## src/rtl/cophs_pkg.sv

```systemverilog
package cophs_pkg;

  localparam int FIELD_W = 4;
  localparam int IMM_W   = 8;
  localparam int TRACK_W = 28;

  typedef struct packed {
    logic               valid;
    logic               mine;
    logic [FIELD_W-1:0] crd;
    logic [FIELD_W-1:0] crn;
    logic [IMM_W-1:0]   imm;
  } dec_t;

  function automatic logic is_cop_class(input logic [TRACK_W-1:0] w);
    return (w[27:24] == 4'b1110) || (w[27:25] == 3'b110);
  endfunction

  function automatic logic [FIELD_W-1:0] clamp_wait(input logic [FIELD_W-1:0] f,
                                                    input logic [FIELD_W-1:0] lim);
    return (f > lim) ? lim : f;
  endfunction

  function automatic dec_t decode_word(input logic [TRACK_W-1:0] w,
                                       input logic vld,
                                       input logic [FIELD_W-1:0] id);
    dec_t d;
    d.valid = vld;
    d.mine  = vld && is_cop_class(w) && (w[11:8] == id);
    d.crd   = w[15:12];
    d.crn   = w[19:16];
    d.imm   = w[7:0];
    return d;
  endfunction

endpackage

```

## src/rtl/cophs_pipe.sv

```systemverilog
module cophs_pipe
  import cophs_pkg::*;
#(
  parameter int CP_ID    = 5,
  parameter int MAX_WAIT = 6
) (
  input  logic               clk,
  input  logic               rst_n,
  input  logic               advance,
  input  logic [TRACK_W-1:0] fetch_word,
  output dec_t               e_q,
  output logic [FIELD_W-1:0] d_wait
);

  localparam logic [FIELD_W-1:0] ID_V  = FIELD_W'(CP_ID);
  localparam logic [FIELD_W-1:0] LIM_V = FIELD_W'(MAX_WAIT);

  logic [TRACK_W-1:0] f_word, d_word;
  logic               f_vld, d_vld;
  dec_t               d_dec;

  assign d_dec  = decode_word(d_word, d_vld, ID_V);
  assign d_wait = clamp_wait(d_word[23:20], LIM_V);

  always_ff @(posedge clk or negedge rst_n) begin
    if (!rst_n) begin
      f_word <= '0;
      d_word <= '0;
      f_vld  <= 1'b0;
      d_vld  <= 1'b0;
      e_q    <= '0;
    end else if (advance) begin
      f_word <= fetch_word;
      f_vld  <= 1'b1;
      d_word <= f_word;
      d_vld  <= f_vld;
      e_q    <= d_dec;
    end
  end

endmodule

```

## src/rtl/cophs_engine.sv

```systemverilog
module cophs_engine
  import cophs_pkg::*;
(
  input  logic               clk,
  input  logic               rst_n,
  input  logic               advance,
  input  logic               cop_n,
  input  logic               e_mine,
  input  logic [FIELD_W-1:0] next_wait,
  output logic               resp_absent,
  output logic               resp_busy,
  output logic               commit,
  output logic               abandon
);

  logic [FIELD_W-1:0] cnt;
  logic               done_q, seen_q, killed_q;
  logic               live, waiting, strobe;

  assign live    = e_mine && !killed_q;
  assign waiting = (cnt != '0);
  assign strobe  = !cop_n;

  assign commit      = live && !done_q && strobe && !waiting;
  assign abandon     = live && !done_q && seen_q && cop_n;
  assign resp_absent = !live;
  assign resp_busy   = !live || (!done_q && waiting);

  always_ff @(posedge clk or negedge rst_n) begin
    if (!rst_n) begin
      cnt      <= '0;
      done_q   <= 1'b0;
      seen_q   <= 1'b0;
      killed_q <= 1'b0;
    end else if (advance) begin
      cnt      <= next_wait;
      done_q   <= 1'b0;
      seen_q   <= 1'b0;
      killed_q <= 1'b0;
    end else begin
      if (commit) done_q <= 1'b1;
      if (live && !done_q && strobe && waiting) cnt <= cnt - 1'b1;
      if (live && strobe) seen_q <= 1'b1;
      if (abandon) killed_q <= 1'b1;
    end
  end

endmodule

```

## src/rtl/cophs_regbank.sv

```systemverilog
module cophs_regbank #(
  parameter int DATA_W = 32,
  parameter int IDX_W  = 4
) (
  input  logic              clk,
  input  logic              rst_n,
  input  logic              we,
  input  logic [IDX_W-1:0]  widx,
  input  logic [DATA_W-1:0] wdata,
  input  logic [IDX_W-1:0]  ridx,
  output logic [DATA_W-1:0] rdata
);

  localparam int NREG = 1 << IDX_W;

  logic [NREG-1:0][DATA_W-1:0] flat;

  for (genvar g = 0; g < NREG; g++) begin : g_reg
    logic [DATA_W-1:0] q;
    always_ff @(posedge clk or negedge rst_n) begin
      if (!rst_n)                             q <= '0;
      else if (we && (widx == IDX_W'(g)))     q <= wdata;
    end
    assign flat[g] = q;
  end

  assign rdata = flat[ridx];

endmodule

```

## src/rtl/cophs_unit.sv

```systemverilog
module cophs_unit
  import cophs_pkg::*;
#(
  parameter int CP_ID    = 5,
  parameter int MAX_WAIT = 6,
  parameter int DATA_W   = 32
) (
  input  logic              clk,
  input  logic              rst_n,
  input  logic [31:0]       bus_word,
  input  logic              host_stall,
  input  logic              host_cop_n,
  output logic              resp_absent,
  output logic              resp_busy,
  output logic              wr_en,
  output logic [3:0]        wr_idx,
  output logic [DATA_W-1:0] wr_data
);

  function automatic logic [DATA_W-1:0] exec_value(input logic [DATA_W-1:0] src,
                                                    input logic [IMM_W-1:0] imm);
    return {src[DATA_W-2:0], src[DATA_W-1]} ^ DATA_W'(imm);
  endfunction

  dec_t               e_q;
  logic [FIELD_W-1:0] d_wait;
  logic [DATA_W-1:0]  src_val;
  logic               advance;
  logic               commit_ev;
  logic               abandon_ev;
  logic               unused_cond;

  assign advance     = !host_stall;
  assign unused_cond = ^bus_word[31:28];

  cophs_pipe #(.CP_ID(CP_ID), .MAX_WAIT(MAX_WAIT)) u_pipe (
    .clk        (clk),
    .rst_n      (rst_n),
    .advance    (advance),
    .fetch_word (bus_word[TRACK_W-1:0]),
    .e_q        (e_q),
    .d_wait     (d_wait)
  );

  cophs_engine u_engine (
    .clk         (clk),
    .rst_n       (rst_n),
    .advance     (advance),
    .cop_n       (host_cop_n),
    .e_mine      (e_q.mine),
    .next_wait   (d_wait),
    .resp_absent (resp_absent),
    .resp_busy   (resp_busy),
    .commit      (commit_ev),
    .abandon     (abandon_ev)
  );

  cophs_regbank #(.DATA_W(DATA_W), .IDX_W(FIELD_W)) u_bank (
    .clk   (clk),
    .rst_n (rst_n),
    .we    (commit_ev),
    .widx  (e_q.crd),
    .wdata (wr_data),
    .ridx  (e_q.crn),
    .rdata (src_val)
  );

  assign wr_en   = commit_ev;
  assign wr_idx  = e_q.crd;
  assign wr_data = exec_value(src_val, e_q.imm);

endmodule

```

## config.mk

```make
export PLATFORM = sky130hd
export DESIGN_NAME = cophs_unit
export DESIGN_NICKNAME = d
export VERILOG_FILES = /design/src/rtl/cophs_pkg.sv /design/src/rtl/cophs_pipe.sv /design/src/rtl/cophs_engine.sv /design/src/rtl/cophs_regbank.sv /design/src/rtl/cophs_unit.sv
export SDC_FILE = /design/constraint.sdc
export NUM_CORES = 1
export LEC_CHECK = 0
export BUFFER_PORTS_ARGS = -buffer_cell sky130_fd_sc_hd__buf_2
export CAP_MARGIN = 20
export CORE_AREA = 2 2 208 210
export DETAILED_ROUTE_END_ITERATION = 10
export DIE_AREA = 0 0 210 212
export PLACE_DENSITY = 0.79
export RECOVER_POWER = 50
export SYNTH_ARGS = -nofsm -noshare
export SYNTH_HDL_FRONTEND = slang
export SYNTH_SLANG_ARGS = --single-unit
```

## constraint.sdc

```tcl
create_clock -name clk -period 2.9 [get_ports clk]
set_input_delay 0.435 -clock clk [delete_from_list [all_inputs] [get_ports clk]]
set_output_delay 0.435 -clock clk [all_outputs]
set_load 0.01 [all_outputs]
```

==> results.yml, run 1 <==
status:
  status: "complete, but fails checks"
  violations: "max-capacitance violations, max-slew violations, negative setup slack"
sta:
  relSlewSlack: -0.4661
  setup_slack_ns: -0.2921
  fin_worst_skew_ns: 0.01747
  grt_setup_unrepaired: "true"
  worst_pin_slew_ns: 2.199
  finalCriticalPeriod_ns: 3.192
  hold_ws_ns: 0.06041
  slew_violations: 119
  setup_viol: 32
  finalCritPeriodShare: 1.101
  finalHoldViolations: 0
  fmax_mhz: 313.3
critical_path:
  path_depth: 7
  setup.worst_path.end_class: "primary output"
  r2r_start: "u_pipe.e_q[11]"
  critPathKind: "reg -> out"
  max_stage_delay_ns: 0.51
  worstSetupStartpointType: "flop"
  cp_top_family: "compound AO/OA/AOI/OAI gates"
  critPathArrivalTime_ns: 2.76
  path_common_cell: "buf_16"
  cpMaxStageDelayCell: "mux4_2"
  crit_chain: "buf_16 -> buf_16 -> mux4_2 -> a22o_1 -> a221oi_4 -> inv_2 -> buf_6"
  cp_data_required_time_ns: 2.47
  r2r-end: "u_bank.g_reg[13].q[31]"
  r2r_slack_ns: 0.31
  timing.reg2reg.worst_path_depth: 7
  path_buf_inv: 4
  crit_fanout: 10
drt:
  via_count: 17913
  drtIter0Drc: 1715
  dr.pass1.iters: 8
  drtAntennaViolNets: 0
  post-route-drc-count: 0
  viasPerCell: 6.222
  routed_wl_um: 64070
  wire_per_inst_um: 22.25
logic_synthesis:
  yosysWarnings: 0
  synth_cells: 2200
  synthArstFlopShare: 1.000
  synth_top_area_share: 0.5750
  synth_edf_count: 0
  synth_most_common_cell: "dfrtp_1"
  synth_top_cell_by_area: "dfrtp_1"
  synthTopCellsByArea: "dfrtp_1 57%, mux4_2 11%, nand2_1 7.4%"
  synth-seq-area-share: 0.5750
  synth_fp_nets: 2237
  synth-seq-cells: 594
  syn_area_um2: 25850
  avgSynthCellArea_um2: 11.75
  synthDistinctLibCells: 38
  synth_top_flop_cell: "dfrtp_1"
  synth_commonest_cells: "594 x dfrtp_1, 513 x nand2_1, 351 x o21ai_1"
placed_design:
  dpl.cell_count: 2728
  hpwlAfterDp_um: 36960
  io_buffers: 70
  gp_congestion: 0.8129
grt:
  grt_max_degree: 86
  grt_busiest_layer: "met2"
  grtUsageMet3: 0.05598
  overflow: 0
  grt_pass1_wl_um: 102800
  grtUsageTotal: 0.3006
  gr-usage-met2: 0.5123
  grt_use_met1: 0.3830
  grt_pass1_vias: 18796
  antenna_found_initial: 1
power_and_ir_drop:
  combinationalPowerShare: 0.122
  p_int_mw: 13.87
  p_switching_mw: 4.576
  pwr-share-clk: 0.412
  seqPwrFrac: 0.466
  p_per_area_nw_per_um2: 619.0
  p_leak_nw: 12.98
  peakVddDrop_mv: 0.5220
  switching_share: 0.2480
floorplan:
  coreArea_um2: 42510
  start_util: 0.6082
  die_w_um: 210
  ios: 75
  std_cell_rows: 76
  die-area_um2: 44520
  die_h_um: 212
hold_path:
  holdPathStages: 2
  hold_start: "bus_word[0]"
  worst_hold_path_type: "in -> reg"
  worstHoldEndpoint: "u_pipe.f_word[0]"
layout:
  layoutNonFillerInstCount: 2879
  syn_to_final_growth_pct: 15.29
  fillers: 2825
  final_net_count: 2324
  drive_gt1_frac: 0.2706
flow_run:
  drv_cap: 2
clock_tree:
  clockBufferDepth: 3
  cts_max_level: 2
  clock_sinks: 594
  cts_tree: "yes"
  cts_root_buf: "clkbuf_16"
  clkLatencyLatePin_ns: 0.62
  cts-buffers-inserted: 58
  path_clk_slew_ns: 0.06
## routing by layer
layer	routed length, um	vias up	part of all wire
met5	0	-	0
met4	2530	0	0.039
met3	4369	179	0.068
met2	32850	713	0.51
met1	24330	9121	0.38
li1	-	7900	-
## stage by stage
stage	instance area [um2]	worst slack [ns]	utilization	total power, mW	TNS, ns
final	29800	-0.2921	0.7012	18.45	-6.782
after global routing	29800	-0.3874	0.7012	19.03	-16.23
after CTS	29660	-0.3085	0.6977	18.48	-7.693
after detailed placement	27180	0.2303	0.6395	10.62	0
after global placement	27130	0.2071	0.6382	10.54	0
after floorplan	25850	0.4126	-	9.871	0
## placed cells by master (no fill, tap or decap), types with 6 or more instances in the layout
| master | count |
|---|---|
| clkbuf_1 | 10 |
| mux2i_1 | 15 |
| mux2i_2 | 7 |
| clkinv_2 | 18 |
| buf_2 | 51 |
| inv_2 | 32 |
| nand3_2 | 16 |
| o21ai_1 | 351 |
| buf_4 | 96 |
| mux2_2 | 73 |
| buf_16 | 11 |
| xnor2_2 | 8 |
| buf_6 | 34 |
| dfrtp_1 | 592 |
| buf_12 | 16 |
| nand3_1 | 13 |
| mux4_2 | 128 |
| o21ai_0 | 143 |
| o21ai_2 | 18 |
| clkbuf_8 | 13 |
| clkbuf_16 | 62 |
| a22o_1 | 25 |
| a221oi_4 | 24 |
| nand2_1 | 513 |
| clkbuf_2 | 6 |
## power by group through the flow
stage / registers, mW / logic (mW) / clock network, mW
global route: 8.61 / 2.38 / 8.04
CTS: 8.59 / 2.21 / 7.67
global placement: 8.74 / 1.80 / 0
finish: 8.59 / 2.25 / 7.60
floorplan: 8.67 / 1.21 / 0
detailed placement: 8.76 / 1.87 / 0
## flip-flops by register name (all words and copies together), names as in the netlist
signal / count
u_bank.g.q: 512
u_engine.cnt: 4
u_engine.done_q: 1
u_engine.killed_q: 1
u_engine.seen_q: 1
u_pipe.d_vld: 1
u_pipe.d_word: 28
u_pipe.e_q: 17
u_pipe.f_vld: 1
u_pipe.f_word: 28
## timing repair
item	4_1_cts	5_1_grt
buffers inserted	27	12
setup endpoints to repair	32	32
pin swaps	8	6
resized for setup	32	24
hold endpoints to repair	62	0
hold buffers	1	0
cloned	5	1
## final cells by class
| class | count | area, um2 | area share |
|---|---|---|---|
| diodes | 1 | 2.502 | 0.00008396 |
| clock buffers | 82 | 1735 | 0.05823 |
| clock inverters | 23 | 195.2 | 0.006549 |
| inverters | 35 | 131.4 | 0.004408 |
| multi-input cells | 1376 | 10060 | 0.3375 |
| flip-flops and latches | 594 | 14870 | 0.4990 |
| well taps | 546 | 683.2 | 0.02292 |
| repair buffers | 222 | 2125 | 0.07128 |
## worst reg2reg max path, stage by stage, from the launching register on
cell      delay (ns)
dfrtp_1         0.50
and2_2          0.87
buf_4           0.39
a221oi_4        0.11
buf_4           0.17
buf_4           0.12
buf_4           0.18
o21ai_1         0.17
## logic make-up after synthesis
logic type               Yosys count  synth area share
multiplexers                     225            0.1526
XOR/XNOR                          11          0.006050
buffers and inverters            230           0.04201
AO/OA/AOI/OAI                    570            0.1370
adder cells (fa/ha/maj)            1         0.0004839
AND/OR/NAND/NOR                  569           0.08683
flip-flops                       594            0.5750
## worst max path at each step
stage | from | to | slack (ns)
2_1_floorplan | u_pipe.e_q[10] | wr_data[21] | 0.41
3_3_place_gp | u_pipe.e_q[9] | wr_data[19] | 0.21
3_5_place_dp | u_pipe.e_q[8] | wr_data[27] | 0.23
4_1_cts | u_pipe.e_q[8] | wr_data[7] | -0.31
5_1_grt | u_pipe.e_q[11] | wr_data[5] | -0.39
6_report | u_pipe.e_q[8] | wr_data[27] | -0.29
(Power assumes the default switching activity.)
==> inputs of run 2 (changes only) <==
==> constraint.sdc (replaced) <==
create_clock -name clk -period 3.45 [get_ports clk]
set_input_delay 0.5175 -clock clk [delete_from_list [all_inputs] [get_ports clk]]
set_output_delay 0.5175 -clock clk [all_outputs]
set_load 0.01 [all_outputs]
==> run 2 against run 1 <==
The flow finishes with violations (max-capacitance violations, max-slew violations). Largest power group unchanged. First-iteration DRC count decreased by 12%. Global-route usage decreased by 1.5 points. Critical path type unchanged. Largest cell class unchanged. Critical endpoint is now wr_data[6]. Die area unchanged. Register-to-register slack improved by 0.14 ns. Clock power decreased by 16%. Cell count decreased by 2.0%.
==> results.yml, run 2 (synthesis results as in run 1) <==
layout:
  layout_commonest_cell: "dfrtp_1"
  largest-register: "u_bank.g.q"
  final_cell_mix: "592 x dfrtp_1, 513 x nand2_1, 351 x o21ai_1"
  layoutNonFillerInstCount: 2821
  fillers: 2896
  final_net_count: 2264
  n_antenna_cell: 0
  top_regs: "u_bank.g.q (512), u_pipe.d_word (28), u_pipe.f_word (28)"
  largest_register_ff_count: 512
  syn_to_final_growth_pct: 11.94
  final_util: 0.6808
  drive_gt1_frac: 0.2457
flow_run:
  drv_cap: 2
drt:
  wl_met3_um: 3865
  routed_wl_um: 60780
  viasPerCell: 6.218
  via_count: 17541
  drt-met1-wl_um: 23990
  dr.pass1.iters: 7
  topRoutingLayerUsed: "met4"
  wl_met2_um: 31160
  wire_per_inst_um: 21.54
  drtIter0Drc: 1503
  post-route-drc-count: 0
  drtAntennaViolNets: 0
power_and_ir_drop:
  p_per_area_nw_per_um2: 523.8
  p_leak_nw: 12.57
  peakVddDrop_mv: 0.4818
  power_mw: 15.16
sta:
  setup_viol: 0
  finalCritPeriodShare: 0.9789
  grt_setup_unrepaired: "true"
  finalHoldViolations: 0
  finalCriticalPeriod_ns: 3.377
  worst_pin_slew_ns: 1.951
  fin_worst_skew_ns: 0.01174
  fmax_mhz: 296.1
  setup_slack_ns: 0.07270
  slew_violations: 154
  relSlewSlack: -0.3005
clock_tree:
  cts_tree: "yes"
  clockBufferDepth: 3
  clkLatencyLatePin_ns: 0.61
  path_clk_slew_ns: 0.06
  clock_sinks: 594
  cts_root_buf: "clkbuf_16"
  cts-buffers-inserted: 59
  cts_max_level: 2
floorplan:
  std_cell_rows: 76
  die_h_um: 212
  coreArea_um2: 42510
  die_w_um: 210
  die-area_um2: 44520
  start_util: 0.6082
  ios: 75
placed_design:
  dpl.cell_count: 2703
  hpwlAfterDp_um: 35580
  dp_slack_ns: 0.5454
  gp_congestion: 0.7912
  io_buffers: 70
critical_path:
  setup.worst_path.end_class: "primary output"
  crit_fanout: 20
  critPathKind: "reg -> out"
  cpMaxStageDelayCell: "dfrtp_4"
  cp_data_required_time_ns: 2.93
  critPathArrivalTime_ns: 2.86
  worstSetupStartpointType: "flop"
  crit_chain: "buf_12 -> mux4_2 -> mux2i_2 -> mux2i_1 -> xnor2_2 -> inv_2 -> buf_2"
  max_stage_delay_ns: 0.55
grt:
  grt_max_degree: 100
  antenna_found_initial: 0
  grt_pass1_wl_um: 98040
  overflow: 0
  grt_pass1_vias: 18261
  grtUsageTotal: 0.2852
status:
  status: "complete, but fails checks"
  violations: "max-capacitance violations, max-slew violations"
hold_path:
  worst_hold_path_type: "in -> reg"
[run 2: changes by cell type in the layout (fill, tap and decap cells not counted), moves of 5 or more]
cell / change
buf_16: -10
buf_2: +17
buf_4: -30
buf_6: -31
clkbuf_1: +8
clkinv_2: -11
mux2i_1: +7
mux2i_2: -5
[run 2: path summary, 6_finish.rpt]
path | slack (ns) | cells past startpoint | from | end
min in group asynchronous | 1.00 | 2 | rst_n | u_bank.g_reg[10].q[18]
worst min register to register | 0.47 | 1 | u_pipe.f_vld | u_pipe.f_vld
worst max register to register | 0.45 | 9 | u_engine.cnt[0] | u_bank.g_reg[1].q[28]
worst min-delay path | 0.13 | 2 | bus_word[1] | u_pipe.f_word[1]
max in group asynchronous | 0.51 | 3 | rst_n | u_bank.g_reg[2].q[2]
worst max-delay path | 0.07 | 7 | u_pipe.e_q[8] | wr_data[6]
[run 2: per-layer routing]
metal / up-vias / track usage
met5: - / 0
met3: 147 / 0.04993
met2: 639 / 0.4928
met4: 0 / 0.1115
li1: 7781 / -
met1: 8974 / 0.3641
[run 2: power by group]
group | total [mW] | leakage (nW) | switching [mW] | internal [mW]
logic | 1.54 | 3.50 | 0.933 | 0.606
clock network | 6.38 | 0.954 | 2.64 | 3.74
registers | 7.24 | 8.12 | 0.138 | 7.10
[run 2: cell type report]
cell class	instances	area, um2	area share
Clock buffer	94	1778	0.06144
Clock inverter	15	166.4	0.005751
Inverter	35	131.4	0.004540
Multi-Input combinational cell	1376	10020	0.3462
Sequential cell	594	14870	0.5139
Tap cell	546	683.2	0.02361
Timing Repair Buffer	161	1290	0.04458
[run 2: critical path, delay by kind of cell, from the launching register on]
kind | cells | cell delay [ns]
mux | 3 | 1.01
buf+inv | 3 | 0.41
xor+xnor | 1 | 0.26
flops | 1 | 0.55
[run 2: timing repair]
action,CTS,global route
hold buffers,1,0
setup buffers,6,1
resized for setup,2,5
setup endpoints to repair,7,14
cloned,0,1
pin swaps,1,1
hold endpoints to repair,63,0
[run 2: through the flow]
step                setup TNS (ns)  hold slack, ns  instance area (um2)
floorplan                        0          0.2219                25850
global placement                 0          0.4455                26910
detailed placement               0          0.4546                26910
CTS                              0          0.1109                28920
global route               -0.1001          0.1146                28940
finish                           0          0.1334                28940
==> inputs of run 3 (changes only) <==
--- a/config.mk
+++ b/config.mk
@@ -7,10 +7,9 @@
 export LEC_CHECK = 0
 export BUFFER_PORTS_ARGS = -buffer_cell sky130_fd_sc_hd__buf_2
 export CAP_MARGIN = 20
-export CORE_AREA = 2 2 208 210
+export CORE_AREA = 2 2 275 277
 export DETAILED_ROUTE_END_ITERATION = 10
-export DIE_AREA = 0 0 210 212
-export PLACE_DENSITY = 0.79
+export DIE_AREA = 0 0 277 279
 export RECOVER_POWER = 50
 export SYNTH_ARGS = -nofsm -noshare
 export SYNTH_HDL_FRONTEND = slang
==> run 3 against run 2 <==
The flow still finishes with violations (max-capacitance violations, max-slew violations). Combinational power grew 6%. Clock power up 3%. Count of clock-buffer cells in the layout decreased by 5. Global-route usage fell by 12 points.
==> results.yml, run 3 (synthesis results as in run 1) <==
status:
  status: "complete, but fails checks"
  violations: "max-capacitance violations, max-slew violations"
grt:
  grt_pass1_wl_um: 102000
  antenna_found_initial: 0
  gr-usage-met2: 0.2800
  grt_use_met1: 0.2271
  grt_pass1_vias: 17746
  grt_max_degree: 105
  grt_busiest_layer: "met2"
  grtUsageTotal: 0.1688
  grtUsageMet3: 0.02644
  overflow: 0
clock_tree:
  cts-buffers-inserted: 61
  path_clk_slew_ns: 0.06
  cts_root_buf: "clkbuf_16"
  clockBufferDepth: 3
  cts_tree: "yes"
  clock_sinks: 594
  cts_max_level: 2
  clkLatencyLatePin_ns: 0.64
sta:
  slew_violations: 170
  hold_ws_ns: 0.1047
  grt_setup_unrepaired: "true"
  setup_viol: 0
  fin_worst_skew_ns: 0.02498
  tns_ns: 0
  fmax_mhz: 297.1
  relSlewSlack: -0.7176
  finalHoldViolations: 0
  worst_pin_slew_ns: 2.576
  finalCriticalPeriod_ns: 3.366
  finalCritPeriodShare: 0.9757
layout:
  drive_gt1_frac: 0.2535
  final_net_count: 2276
  largest_register_ff_count: 512
  final_util: 0.4002
  largest-register: "u_bank.g.q"
  top_regs: "u_bank.g.q (512), u_pipe.d_word (28), u_pipe.f_word (28)"
  fillers: 7024
  n_antenna_cell: 0
  final_cell_mix: "591 x dfrtp_1, 513 x nand2_1, 351 x o21ai_1"
  layout_commonest_cell: "dfrtp_1"
  final_area_um2: 29650
  syn_to_final_growth_pct: 14.68
flow_run:
  drv_cap: 2
placed_design:
  io_buffers: 70
  place_area_um2: 27450
  gp_congestion: 0.7611
  hpwlAfterDp_um: 37410
critical_path:
  critPathKind: "reg -> out"
  worstSetupStartpointType: "flop"
  cp_data_required_time_ns: 2.93
  crit_fanout: 19
  setup.worst_path.end_class: "primary output"
  critPathArrivalTime_ns: 2.85
drt:
  viasPerCell: 5.254
  via_count: 17133
  post-route-drc-count: 0
  wire_per_inst_um: 19.76
  drtAntennaViolNets: 0
  drtIter0Drc: 1377
  dr.pass1.iters: 5
  routed_wl_um: 64450
floorplan:
  start_util: 0.3490
  die_w_um: 277
  die_h_um: 279
  ios: 75
  std_cell_rows: 100
  die-area_um2: 77280
  coreArea_um2: 74070
power_and_ir_drop:
  peakVddDrop_mv: 0.4426
  p_leak_nw: 12.69
  p_per_area_nw_per_um2: 520.4
  power_mw: 15.43
hold_path:
  worst_hold_path_type: "in -> reg"
-- run 3: worst max-delay path, stage by stage, from the launching register on --
cell	delay, ns
dfrtp_4	0.43
buf_12	0.15
buf_12	0.21
mux4_2	0.53
mux2i_2	0.27
mux2i_1	0.19
xnor2_2	0.19
inv_2	0.07
buf_2	0.14
-- run 3: repair_timing --
action	in CTS	in global routing
hold buffers	1	0
gates cloned	1	0
resized for setup	5	9
pin swaps	2	0
endpoints found under the setup margin	28	17
setup buffers	8	6
hold endpoints to repair	69	0
-- run 3: final cells by class --
class	count	area, um2	share of cell area
clock buffer	89	1782	0.06010
sequential	594	14870	0.5017
multi-input combinational	1376	10030	0.3385
tap	969	1212	0.04090
timing repair buffer	171	1376	0.04643
clock inverter	27	236.5	0.007977
inverter	35	131.4	0.004432
-- run 3: power breakdown --
part | total, mW | internal [mW] | switching [mW]
combinational | 1.63 | 0.638 | 0.988
clock | 6.58 | 3.80 | 2.78
sequential | 7.23 | 7.10 | 0.128
total | 15.4 | 11.5 | 3.89
-- run 3: worst paths after layout --
path | from | endpoint | slack, ns | cells after the start
setup / recovery | u_pipe.e_q[8] | wr_data[2] | 0.08 | 8
setup reg to reg | u_engine.cnt[0] | u_bank.g_reg[12].q[27] | 0.58 | 9
hold / removal | bus_word[11] | u_pipe.f_word[11] | 0.10 | 2
min in group asynchronous | rst_n | u_pipe.e_q[3] | 1.20 | 2
hold reg to reg | u_pipe.f_vld | u_pipe.f_vld | 0.46 | 1
max in group asynchronous | rst_n | u_bank.g_reg[11].q[24] | 0.53 | 3
-- run 3: metrics by stage --
stage / std cells / setup WS, ns
floorplan: 2200 / 0.8801
global placement: 3129 / 0.4474
detailed placement: 3129 / 0.4332
CTS: 3255 / 0.006489
global route: 3261 / -0.005527
finish: 3261 / 0.08391
-- run 3: layer usage --
layer | up-vias | part of all wire
met4 | 0 | 0.028
met3 | 121 | 0.054
li1 | 7809 | -
met2 | 461 | 0.48
met5 | - | 0
met1 | 8742 | 0.43
